[config.mk]
export PLATFORM = sky130hd
export DESIGN_NAME = ilv_iir_filter
export DESIGN_NICKNAME = d
export VERILOG_FILES = /design/src/rtl/iir_pkg.sv /design/src/rtl/iir_delay_line.sv /design/src/rtl/iir_coef_reg.sv /design/src/rtl/iir_mac_pipe.sv /design/src/rtl/ilv_iir_filter.sv
export SDC_FILE = /design/constraint.sdc
export NUM_CORES = 1
export LEC_CHECK = 0
export BUFFER_PORTS_ARGS = -buffer_cell sky130_fd_sc_hd__buf_2
export CELL_PAD_IN_SITES_DETAIL_PLACEMENT = 1
export CELL_PAD_IN_SITES_GLOBAL_PLACEMENT = 1
export CORE_MARGIN = 10
export CORE_UTILIZATION = 35
export CTS_BUF_LIST = sky130_fd_sc_hd__clkbuf_16
export CTS_CLUSTER_DIAMETER = 150
export DETAILED_ROUTE_END_ITERATION = 10
export GPL_TIMING_DRIVEN = 0
export PLACE_DENSITY_LB_ADDON = 0.1
export SYNTH_ARGS = -nofsm -noshare
export SYNTH_HDL_FRONTEND = slang
export SYNTH_SLANG_ARGS = --single-unit
[constraint.sdc]
create_clock -name clk_i -period 16.4 [get_ports clk_i]
set_input_delay 1.64 -clock clk_i [delete_from_list [all_inputs] [get_ports clk_i]]
set_output_delay 1.64 -clock clk_i [all_outputs]
set_load 0.02 [all_outputs]
[src/rtl/iir_pkg.sv]
package iir_pkg;
  function automatic int ch_width(input int n);
    return (n > 1) ? $clog2(n) : 1;
  endfunction
endpackage

[src/rtl/iir_delay_line.sv]
module iir_delay_line #(
  parameter int WIDTH = 16,
  parameter int DEPTH = 1
) (
  input  logic             clk_i,
  input  logic             rst_ni,
  input  logic             en_i,
  input  logic [WIDTH-1:0] d_i,
  output logic [WIDTH-1:0] d_o
);
  logic [WIDTH-1:0] sr_q [DEPTH];

  always_ff @(posedge clk_i or negedge rst_ni) begin
    if (!rst_ni) begin
      for (int i = 0; i < DEPTH; i++) sr_q[i] <= '0;
    end else if (en_i) begin
      sr_q[0] <= d_i;
      for (int i = 1; i < DEPTH; i++) sr_q[i] <= sr_q[i-1];
    end
  end

  assign d_o = sr_q[DEPTH-1];
endmodule

[src/rtl/iir_coef_reg.sv]
module iir_coef_reg #(
  parameter int COEF_W = 12
) (
  input  logic              clk_i,
  input  logic              rst_ni,
  input  logic              en_i,
  input  logic [COEF_W-1:0] k_i,
  output logic [COEF_W-1:0] k_o,
  output logic [COEF_W:0]   kc_o
);
  localparam logic [COEF_W:0] UNITY = {1'b1, {COEF_W{1'b0}}};

  always_ff @(posedge clk_i or negedge rst_ni) begin
    if (!rst_ni) begin
      k_o  <= '0;
      kc_o <= UNITY;
    end else if (en_i) begin
      k_o  <= k_i;
      kc_o <= UNITY - {1'b0, k_i};
    end
  end
endmodule

[src/rtl/iir_mac_pipe.sv]
module iir_mac_pipe #(
  parameter int DATA_W = 16,
  parameter int COEF_W = 12,
  parameter int CH_W   = 2,
  parameter int LAT    = 3
) (
  input  logic                     clk_i,
  input  logic                     rst_ni,
  input  logic                     en_i,
  input  logic signed [DATA_W-1:0] x_i,
  input  logic signed [DATA_W-1:0] y_fb_i,
  input  logic [CH_W-1:0]          ch_i,
  input  logic [COEF_W-1:0]        k_i,
  input  logic [COEF_W:0]          kc_i,
  output logic signed [DATA_W-1:0] y_o,
  output logic [CH_W-1:0]          ch_o
);
  localparam int PW    = DATA_W + COEF_W + 2;
  localparam int SW    = PW + 1;
  localparam int TAIL  = LAT - 2;
  localparam int PKT_W = DATA_W + CH_W;

  logic signed [PW-1:0]     px_q, py_q;
  logic [CH_W-1:0]          ch1_q, ch2_q;
  logic signed [SW-1:0]     sum;
  logic signed [DATA_W-1:0] y2_q;

  // stage 1: both products
  always_ff @(posedge clk_i or negedge rst_ni) begin
    if (!rst_ni) begin
      px_q  <= '0;
      py_q  <= '0;
      ch1_q <= '0;
    end else if (en_i) begin
      px_q  <= PW'(x_i) * PW'($signed({1'b0, k_i}));
      py_q  <= PW'(y_fb_i) * PW'($signed({1'b0, kc_i}));
      ch1_q <= ch_i;
    end
  end

  // stage 2: sum and floor-scale; k + (1-k) = 1 keeps the result in range
  assign sum = SW'(px_q) + SW'(py_q);

  always_ff @(posedge clk_i or negedge rst_ni) begin
    if (!rst_ni) begin
      y2_q  <= '0;
      ch2_q <= '0;
    end else if (en_i) begin
      y2_q  <= sum[COEF_W +: DATA_W];
      ch2_q <= ch1_q;
    end
  end

  generate
    if (TAIL == 0) begin : g_no_tail
      assign y_o  = y2_q;
      assign ch_o = ch2_q;
    end else begin : g_tail
      logic [PKT_W-1:0] pkt_out;
      iir_delay_line #(.WIDTH(PKT_W), .DEPTH(TAIL)) u_tail (
        .clk_i (clk_i),
        .rst_ni(rst_ni),
        .en_i  (en_i),
        .d_i   ({ch2_q, y2_q}),
        .d_o   (pkt_out)
      );
      assign y_o  = pkt_out[DATA_W-1:0];
      assign ch_o = pkt_out[PKT_W-1:DATA_W];
    end
  endgenerate
endmodule

[src/rtl/ilv_iir_filter.sv]
module ilv_iir_filter #(
  parameter int DATA_W = 16,
  parameter int COEF_W = 12,
  parameter int N_CH   = 4,
  parameter int LAT    = 3,
  localparam int CH_W  = iir_pkg::ch_width(N_CH)
) (
  input  logic                     clk_i,
  input  logic                     rst_ni,
  input  logic                     en_i,
  input  logic [CH_W-1:0]          ch_i,
  input  logic signed [DATA_W-1:0] x_i,
  input  logic [COEF_W-1:0]        k_i,
  output logic signed [DATA_W-1:0] y_o,
  output logic [CH_W-1:0]          ch_o
);
  localparam int FB_D = N_CH - LAT;

  generate
    if (LAT < 2 || N_CH < LAT) begin : g_bad_cfg
      $error("ilv_iir_filter: need LAT >= 2 and N_CH >= LAT");
    end
  endgenerate

  logic [COEF_W-1:0]        k_q;
  logic [COEF_W:0]          kc_q;
  logic signed [DATA_W-1:0] y_fb;

  iir_coef_reg #(.COEF_W(COEF_W)) u_coef (
    .clk_i (clk_i),
    .rst_ni(rst_ni),
    .en_i  (en_i),
    .k_i   (k_i),
    .k_o   (k_q),
    .kc_o  (kc_q)
  );

  iir_mac_pipe #(
    .DATA_W(DATA_W), .COEF_W(COEF_W), .CH_W(CH_W), .LAT(LAT)
  ) u_mac (
    .clk_i (clk_i),
    .rst_ni(rst_ni),
    .en_i  (en_i),
    .x_i   (x_i),
    .y_fb_i(y_fb),
    .ch_i  (ch_i),
    .k_i   (k_q),
    .kc_i  (kc_q),
    .y_o   (y_o),
    .ch_o  (ch_o)
  );

  // return path: LAT + FB_D = N_CH enabled cycles per loop turn
  generate
    if (FB_D == 0) begin : g_fb_direct
      assign y_fb = y_o;
    end else begin : g_fb_delay
      logic [DATA_W-1:0] fb_out;
      iir_delay_line #(.WIDTH(DATA_W), .DEPTH(FB_D)) u_fb (
        .clk_i (clk_i),
        .rst_ni(rst_ni),
        .en_i  (en_i),
        .d_i   (y_o),
        .d_o   (fb_out)
      );
      assign y_fb = $signed(fb_out);
    end
  endgenerate
endmodule

Yosys cells after proc, flatten, opt, wreduce, memory -nomap -nowiden --
Cells that the tools add are included.
Cells by class: add/sub/neg operators 2, $mul 2
Operator list (number):
- adder 28 bit | 1
- multiplier 16 x 13 -> 28 bit | 1
- multiplier 16 x 14 -> 28 bit | 1
- subtractor 13 x 12 -> 13 bit, first input constant | 1
Storage, ports and cells: flip-flop bits (word level) 135, bits of input ports 33, logic and storage cells 13, output and inout port bits 18

Depth between registers and ports, before layout --
Gate-level depths: netlist of the first run.
depth in word-level cells 1, mapped depth 23, gate-level depth less buffers 22

By module --
From an unflattened synthesis of the first run, not the netlist that was laid out.
Unflattened totals: cell total of the unflattened synthesis 2158, area total of the unflattened synthesis 20963.9 um2
By module, submodules not included:
- iir_mac_pipe | cells each 1989, times used 1, seq. area each 1901.8 um2, area each 18436.4 um2
- iir_coef_reg | cells each 97, times used 1, seq. area each 601.8 um2, area each 1156.1 um2
- iir_delay_line at u_mac.g_tail.u_tail | cells each 38, times used 1, seq. area each 450.4 um2, area each 721.9 um2
- iir_delay_line at g_fb_delay.u_fb | cells each 34, times used 1, seq. area each 400.4 um2, area each 649.4 um2

Least setup slack after synthesis of the first run --
OpenSTA, ideal clock, no wires.
path type input -> register, start point input x_i[8], end point register u_mac.px_q[26], path buffers 1, setup time 129 ps, stages on the path 20, required time 16271 ps, path slack 9702 ps, data arrival time 6568 ps, path through clkbuf_1 > and2_1 > fa_1 > inv_1 > fa_1 > inv_1 > fa_1 > fa_1 > inv_1 > fa_1 > inv_1 > ha_1 > o21a_1 > o21a_1 > a21o_1 > a221oi_2 > o211ai_1 > a2111oi_2 > or4_1 > nand3_1
On the way: cells in the longest elaborated chain, start to end 1
Ends and longest elaborated chain:
- start: declaration | line ilv_iir_filter.sv:12 | input logic signed [DATA_W-1:0] x_i,
- multiplier 16 x 13 -> 28 bit | line iir_mac_pipe.sv:35 | px_q <= PW'(x_i) * PW'($signed({1'b0, k_i}));
- end signal: assignment | line iir_mac_pipe.sv:35
- end: declaration | line iir_mac_pipe.sv:23 | logic signed [PW-1:0] px_q, py_q;
No other way between the ends. A chain may end at the register's enable or synchronous reset.

Worst setup path in the final report of the first run --
start point input x_i[15], end point register u_mac.px_q[23]
Same word-level chain as after synthesis.

==> results of run 1 <==
flip-flops by register name, indices dropped and copies added (netlist names):
| signal | flops |
|---|---|
| u_coef.kc_o | 13 |
| u_mac.g_tail.u_tail.d_o | 18 |
| u_mac.ch1_q | 2 |
| g_fb_delay.u_fb.d_o | 16 |
| u_mac.ch2_q | 2 |
| u_coef.k_o | 11 |
| u_mac.y2_q | 16 |
| u_mac.px_q | 28 |
| u_mac.py_q | 28 |
how the worst max path moves through the flow:
stage,from,end,slack [ns],cells past startpoint
after floorplan,x_i[8],u_mac.px_q[26],9.70,20
after global placement,x_i[15],u_mac.px_q[25],8.73,19
after detailed placement,x_i[15],u_mac.px_q[25],8.74,19
after global routing,x_i[15],u_mac.px_q[25],8.90,19
after CTS,x_i[15],u_mac.px_q[23],9.20,19
final,x_i[15],u_mac.px_q[23],9.24,19
synth_stat cells (6+ instances only):
master and number:
fa_1 367, dfrtp_1 133, a211oi_1 8, ha_1 160, o21ai_0 23, o31ai_1 7, nor2_1 39, a31oi_1 6
a21o_1 30, xnor2_1 56, clkbuf_1 85, o2111ai_1 6, nand3_1 21, o21a_1 9, and3_1 6, xor2_1 14
a21oi_1 56, mux2_2 101, o21bai_1 9, nor2b_1 8, and2_1 190, nor3_1 27, or3_1 9, nand2_1 252
nand3b_1 9, inv_1 471, o211ai_1 9
kinds of logic (layout without fill, tap and decap cells):
| logic type | after synthesis | count (layout) |
|---|---|---|
| buffers and inverters | 558 | 640 |
| multiplexers | 101 | 101 |
| AO/OA/AOI/OAI | 206 | 206 |
| XOR/XNOR | 70 | 70 |
| flip-flops | 134 | 134 |
| adder cells (fa/ha/maj) | 527 | 527 |
| AND/OR/NAND/NOR | 587 | 587 |
| other | 0 | 2 |
final cells by class:
type                       instances  area (sq um)  share of cell area
sequential                       134          3350               0.147
buffer                            87           327              0.0143
antenna                            2          5.00            0.000220
inverter                         471          1770              0.0777
timing repair buffer              50           279              0.0123
tap                              773           967              0.0425
clock buffer                      17           425              0.0187
multi-input combinational       1491         15500               0.680
clock inverter                    15           158             0.00692
critical path, delay by kind of cell:
family,cells,cell delay [ns]
adder cells (fa/ha/maj),6,3.16
AO/OA/AOI/OAI,4,0.98
buffers and inverters,5,0.81
AND/OR/NAND/NOR,2,0.45
multiplexers,1,0.27
XOR/XNOR,1,0.15
routing by layer:
layer	global-route usage	wire length, um
met2	0.352	33700
met1	0.226	27400
met5	0	0
met3	0.0128	852
met4	0.0585	1840
through the flow:
step | std cells | setup slack, ns | cell area, sq um
4_1_cts | 3038 | 9.20 | 22800
5_1_grt | 3038 | 8.90 | 22800
2_1_floorplan | 2183 | 9.70 | 20900
3_5_place_dp | 3006 | 8.74 | 22200
3_3_place_gp | 3005 | 8.73 | 22100
6_report | 3040 | 9.24 | 22800
==> results by group, run 1 <==
Timing
  • Slew headroom: 0.344
  • Unrepaired setup endpoints after global routing: no
  • Final Hold Vio Count: 0
  • Minimum clock period: 7.16 ns
  • Clk_skew: 0.0113 ns
  • Slew at the pin with the worst max-slew slack: 0.984 ns
  • Pins Over Slew Limit: 0
  • Final period utilization: 0.436
  • Max Fclk: 140 MHz
  • Fin Hold WS: 0.472 ns
  • Final Setup Violations: 0
  • Setup TNS: 0 ns

Yosys
  • Count of flip-flops with a built-in enable after synthesis: 0
  • Synth top area share: 0.351
  • Register area share after synthesis: 0.160
  • Predominant post-synthesis flop cell: dfrtp_1
  • Yosys cell types: 63
  • Synth warn: 0
  • Synth Area in XOR/XNOR: 0.0293
  • Post-Synth Adder-Cell Area: 0.447
  • Area leader, netlist: fa_1
  • Synth Area in Simple Gates: 0.140
  • Synth top area cells: fa_1 35%, dfrtp_1 16%, ha_1 9.6%
  • Cell area after synthesis: 20900 sq um
  • Post-Syn Instances: 2183
  • #FFs+latches synth: 134
  • Synth Area in Compound Gates: 0.0692
  • Asr flop ratio synth: 1.00
  • Largest family of logic cells by synthesized area: adder cells
  • Mux contribution to synthesized area: 0.0543
  • Syn Nets: 2743
  • Syn avg cell area: 9.59 sq um

Cells and area
  • Area delta synth->final: 8.76%
  • Most common cell after layout, fill and taps aside: inv_1
  • Layout cells sized above 1: 0.0896
  • Most frequent cells in the layout: 471 x inv_1, 367 x fa_1, 252 x nand2_1
  • Final Core Density: 0.385
  • Layout fillers: 6808
  • Layout net count: 2812

Drt
  • # DRC: 0
  • Drt pass-1 iters: 4
  • Vias: 14900
  • Avg WL per Cell: 21.0 um
  • Final ANT Viol Nets: 0
  • DR vias/cell: 4.90
  • WL final: 63800 um
  • Initial detailed-routing violation count: 567

Global route
  • First-pass GRT wire length: 102000 um
  • Initial antenna violation count: 3
  • Largest net degree at the start of global routing: 95
  • Tot GR Track Use: 0.188
  • Vias in the first global route: 17100
  • GR Overflow Total: 0

Floorplanning
  • Chip width: 265 um
  • Die Ht: 265 um
  • IO Count: 51
  • Die ar.: 70000 sq um
  • Num rows: 89
  • Initial Util: 0.354
  • Core area: 59100 sq um

Worst hold path
  • Worst Hold Depth: 1
  • Hold Path Sink: u_mac.y2_q[0]
  • Min-Delay Path Class: flop to flop
  • Min-delay src: u_mac.y2_q[0]

Critical path
  • Required time worst endpoint: 16.72 ns
  • Reg2Reg Capture Point: u_mac.py_q[27]
  • Max stage delay on crit path: 0.72 ns
  • CP max-delay cell: fa_1
  • WP data arrival: 7.48 ns
  • Reg2reg setup slack: 9.33 ns
  • Worst Setup Start Kind: primary input
  • Reg2reg path depth: 22
  • Crit. End Element: flop
  • Crit Path Max Fanout: 10
  • Most frequent CP cell: fa_1
  • Worst-path cell chain: buf_2, clkbuf_1, nand2_1, fa_1, inv_1, fa_1, inv_1, fa_1, fa_1, fa_1, inv_1, ha_1, a21oi_1, o21ai_0, nor3_1, o311ai_1, a31o_2, xor2_1, mux2_2
  • Crit path kind: primary input to flop
  • Reg2reg start: u_coef.kc_o[6]

Place
  • Port bufs: 49
  • Placer Congestion: 0.851
  • Post-DP HPWL: 55100 um

Clock tree
  • Clock-pin slew on the worst setup and hold paths: 0.06 ns
  • Resize count post-CTS: 0
  • Postcts setup bufs: 0
  • CTS Buf Count: 17
  • Max clock buf depth: 2
  • Total clock sinks: 134
  • Hold Buf Count CTS: 0
  • H-tree depth: 4
  • Clk root buf: clkbuf_16
  • Worst-Skew Late Latency: 0.44 ns
  • CTS tree: built

Job
  • Max-cap violations: 0

Outcome
  • Outcome: completed
Power of run 1 is not shown: default switching activity piles up to over one toggle a cycle in this logic, so the estimate is an artifact.
==> run 2, diff against run 1 <==
Settings changed: ABC_AREA from default to 1.
Clock period 16.4 ns to 6.9 ns, I/O delays scaled along.
==> run 2 against run 1 <==
  * Sequential share of layout area decreased by 1.1 points
  * Count of clock-buffer cells in the layout unchanged
  * Worst hold slack worse by 0.26 ns
  * Critical path depth did not move
  * Via count increased by 29%
  * Core utilization fell by 0.26 points
  * Cell count increased by 32%
  * First-iteration DRC count rose by 23%
  * Wire length grew 23%
  * Final area grew 8.1%
==> results by group, run 2 <==
Outcome
  • Outcome: completed (unchanged)

Critical path
  • Reg2reg setup slack: 0.42 ns (was 9.33 ns)
  • Crit Path Max Fanout: 10 (unchanged)
  • Required time worst endpoint: 7.19 ns (was 16.72 ns)
  • Reg2reg path depth: 19 (was 22)
  • Worst Setup Start Kind: flop (was primary input)
  • Crit. End Element: flop (unchanged)
  • Crit path to: u_mac.py_q[18] (was u_mac.px_q[23])
  • Reg2reg start: u_coef.kc_o[8] (was u_coef.kc_o[6])
  • Crit path kind: flop to flop (was primary input to flop)
  • WP data arrival: 6.77 ns (was 7.48 ns)
  • Critical path origin: u_coef.kc_o[8] (was x_i[15])
  • Reg2Reg Capture Point: u_mac.py_q[18] (was u_mac.py_q[27])

Drt
  • Initial detailed-routing violation count: 698 (was 567)
  • Drt pass-1 iters: 5 (was 4)
  • WL final: 78700 um (was 63800 um)
  • Vias: 19200 (was 14900)
  • # DRC: 0 (unchanged)
  • DR vias/cell: 4.79 (was 4.90)
  • Final ANT Viol Nets: 0 (unchanged)
  • Avg WL per Cell: 19.6 um (was 21.0 um)

Timing
  • Minimum clock period: 6.48 ns
  • Pins Over Slew Limit: 0 (unchanged)
  • Unrepaired setup endpoints after global routing: no (unchanged)
  • Final Setup Violations: 0 (unchanged)
  • Final Hold Vio Count: 0 (unchanged)
  • Clk_skew: 0.0118 ns (was 0.0113 ns)
  • Slew headroom: 0.435 (was 0.344)
  • Max Fclk: 154 MHz
  • Slew at the pin with the worst max-slew slack: 0.848 ns (was 0.984 ns)
  • Final period utilization: 0.939
  • Setup TNS: 0 ns (unchanged)

Cells and area
  • Layout fillers: 8100 (was 6808)
  • Area delta synth->final: 8.52% (was 8.76%)
  • Most common cell after layout, fill and taps aside: nand2_1 (was inv_1)
  • Most frequent cells in the layout: 928 x nand2_1, 818 x inv_1, 367 x fa_1 (was 471 x inv_1, 367 x fa_1, 252 x nand2_1)
  • Layout cells sized above 1: 0.0425 (was 0.0896)
  • Layout net count: 3698 (was 2812)
  • Antenna cell count: 0 (was 2)

Floorplanning
  • IO Count: 51 (unchanged)
  • Initial Util: 0.352 (was 0.354)
  • Die Ht: 275 um (was 265 um)
  • Core area: 64300 sq um (was 59100 sq um)
  • Chip width: 275 um (was 265 um)
  • Die ar.: 75400 sq um (was 70000 sq um)
  • Num rows: 93 (was 89)

Yosys
  • Synth top cells by count: 928 x nand2_1, 816 x inv_1, 367 x fa_1 (was 471 x inv_1, 367 x fa_1, 252 x nand2_1)
  • Count of flip-flops with a built-in enable after synthesis: 0 (unchanged)
  • Syn avg cell area: 7.39 sq um (was 9.59 sq um)
  • Asr flop ratio synth: 1.00 (unchanged)
  • Count leader, synth: nand2_1 (was inv_1)
  • Syn Nets: 3629 (was 2743)
  • Area leader, netlist: fa_1 (unchanged)
  • Synth top area cells: fa_1 32%, nand2_1 15%, dfrtp_1 15% (was fa_1 35%, dfrtp_1 16%, ha_1 9.6%)
  • Synth top area share: 0.324 (was 0.351)
  • Register area share after synthesis: 0.148 (was 0.160)
  • Post-Syn Instances: 3069 (was 2183)
  • #FFs+latches synth: 134 (unchanged)
  • Predominant post-synthesis flop cell: dfrtp_1 (unchanged)
  • Synth warn: 0 (unchanged)
  • Cell area after synthesis: 22700 sq um (was 20900 sq um)
  • Yosys cell types: 45 (was 63)

Clock tree
  • Clock-pin slew on the worst setup and hold paths: 0.07 ns (was 0.06 ns)
  • CTS tree: built (unchanged)
  • Worst-Skew Late Latency: 0.44 ns (about the same)
  • Postcts setup bufs: 0 (unchanged)
  • Clk root buf: clkbuf_16 (unchanged)
  • Total clock sinks: 134 (unchanged)
  • H-tree depth: 4 (unchanged)
  • Hold Buf Count CTS: 0 (unchanged)
  • CTS Buf Count: 17 (unchanged)
  • Max clock buf depth: 2 (unchanged)

Global route
  • First-pass GRT wire length: 126000 um (was 102000 um)
  • Initial antenna violation count: 0 (was 3)
  • Vias in the first global route: 22100 (was 17100)
  • Largest net degree at the start of global routing: 86 (was 95)
  • Tot GR Track Use: 0.219 (was 0.188)
  • GR Overflow Total: 0 (unchanged)

Place
  • Port bufs: 49 (unchanged)
  • Post-DP HPWL: 68700 um (was 55100 um)
  • Placer Congestion: 0.910 (was 0.851)

Job
  • Max-cap violations: 0 (unchanged)

Worst hold path
  • Min-Delay Path Class: primary input to asynchronous set/reset pin (was flop to flop)
## run 2: cell count changes after synthesis, sizes merged, moves of 71 or more
| cell | previous run | this run |
|---|---|---|
| nand2 | 252 | 940 |
| inv | 471 | 818 |
| and2 | 190 | 1 |
| mux2 | 101 | 0 |
| o21ai | 28 | 116 |
| nand3 | 21 | 102 |
| nor2 | 39 | 110 |
## run 2: layout make-up
type	instances	area, sq um	share of cell area
sequential	134	3350	0.136
clock inverter	15	156	0.00636
clock buffer	17	425	0.0173
tap	855	1070	0.0435
inverter	819	3070	0.125
buffer	111	434	0.0176
multi-input combinational	2005	15800	0.643
timing repair buffer	50	279	0.0113
## run 2: through the flow
step	setup slack [ns]	utilization	std cells	instance area (sq um)	hold WS (ns)
global placement	0.444	0.373	3973	24000	0.452
global route	0.0659	0.382	4006	24600	0.236
CTS	0.373	0.382	4006	24600	0.214
detailed placement	0.408	0.373	3974	24000	0.462
floorplan	1.53	-	3069	22700	0.394
finish	0.422	0.382	4006	24600	0.208
## run 2: cell families (layout without fill, tap and decap cells)
kind of cell | after synthesis | count (layout) | share of synthesized area
adder cells (fa/ha/maj) | 527 | 527 | 0.412
flip-flops | 134 | 134 | 0.148
AO/OA/AOI/OAI | 227 | 227 | 0.0534
buffers and inverters | 930 | 1012 | 0.155
XOR/XNOR | 31 | 31 | 0.0120
AND/OR/NAND/NOR | 1220 | 1220 | 0.220
## run 2: how the worst min path moves through the flow
stage	from	endpoint	slack, ns	cells after the start
after floorplan	rst_ni	g_fb_delay.u_fb.d_o[0]	0.39	0
after global placement	u_mac.g_tail.u_tail.d_o[16]	u_mac.g_tail.u_tail.d_o[16]	0.45	2
after detailed placement	u_mac.ch1_q[1]	u_mac.ch1_q[1]	0.46	2
after CTS	rst_ni	u_coef.k_o[9]	0.21	1
after global routing	rst_ni	u_coef.k_o[5]	0.24	1
final	rst_ni	u_coef.k_o[3]	0.21	1
## run 2: routing by layer
metal,track usage,wire length [um]
met2,0.422,42800
met1,0.256,33000
met5,0,0
met3,0.0142,910
met4,0.0615,2020
## run 2: repair_timing
item / in CTS / in global routing
endpoints found under the hold margin: 0 / 0
setup endpoints to repair: 0 / 1
gates resized for setup: 0 / 2
## run 2: worst max-delay path, stage by stage, from the launching register on
cell and delay (ns):
dfrtp_1 0.32, clkbuf_1 0.57, clkbuf_1 0.57, nand2_1 0.17, fa_1 0.58, inv_1 0.06, fa_1 0.56, fa_1 0.45
fa_1 0.47, fa_1 0.54, inv_1 0.07, fa_1 0.52, inv_1 0.05, ha_1 0.34, a21oi_1 0.23, o21ai_0 0.17
a21oi_1 0.23, nand2_2 0.10, xnor2_1 0.22, o21ai_1 0.09
Power of run 2 is left out for the same reason.
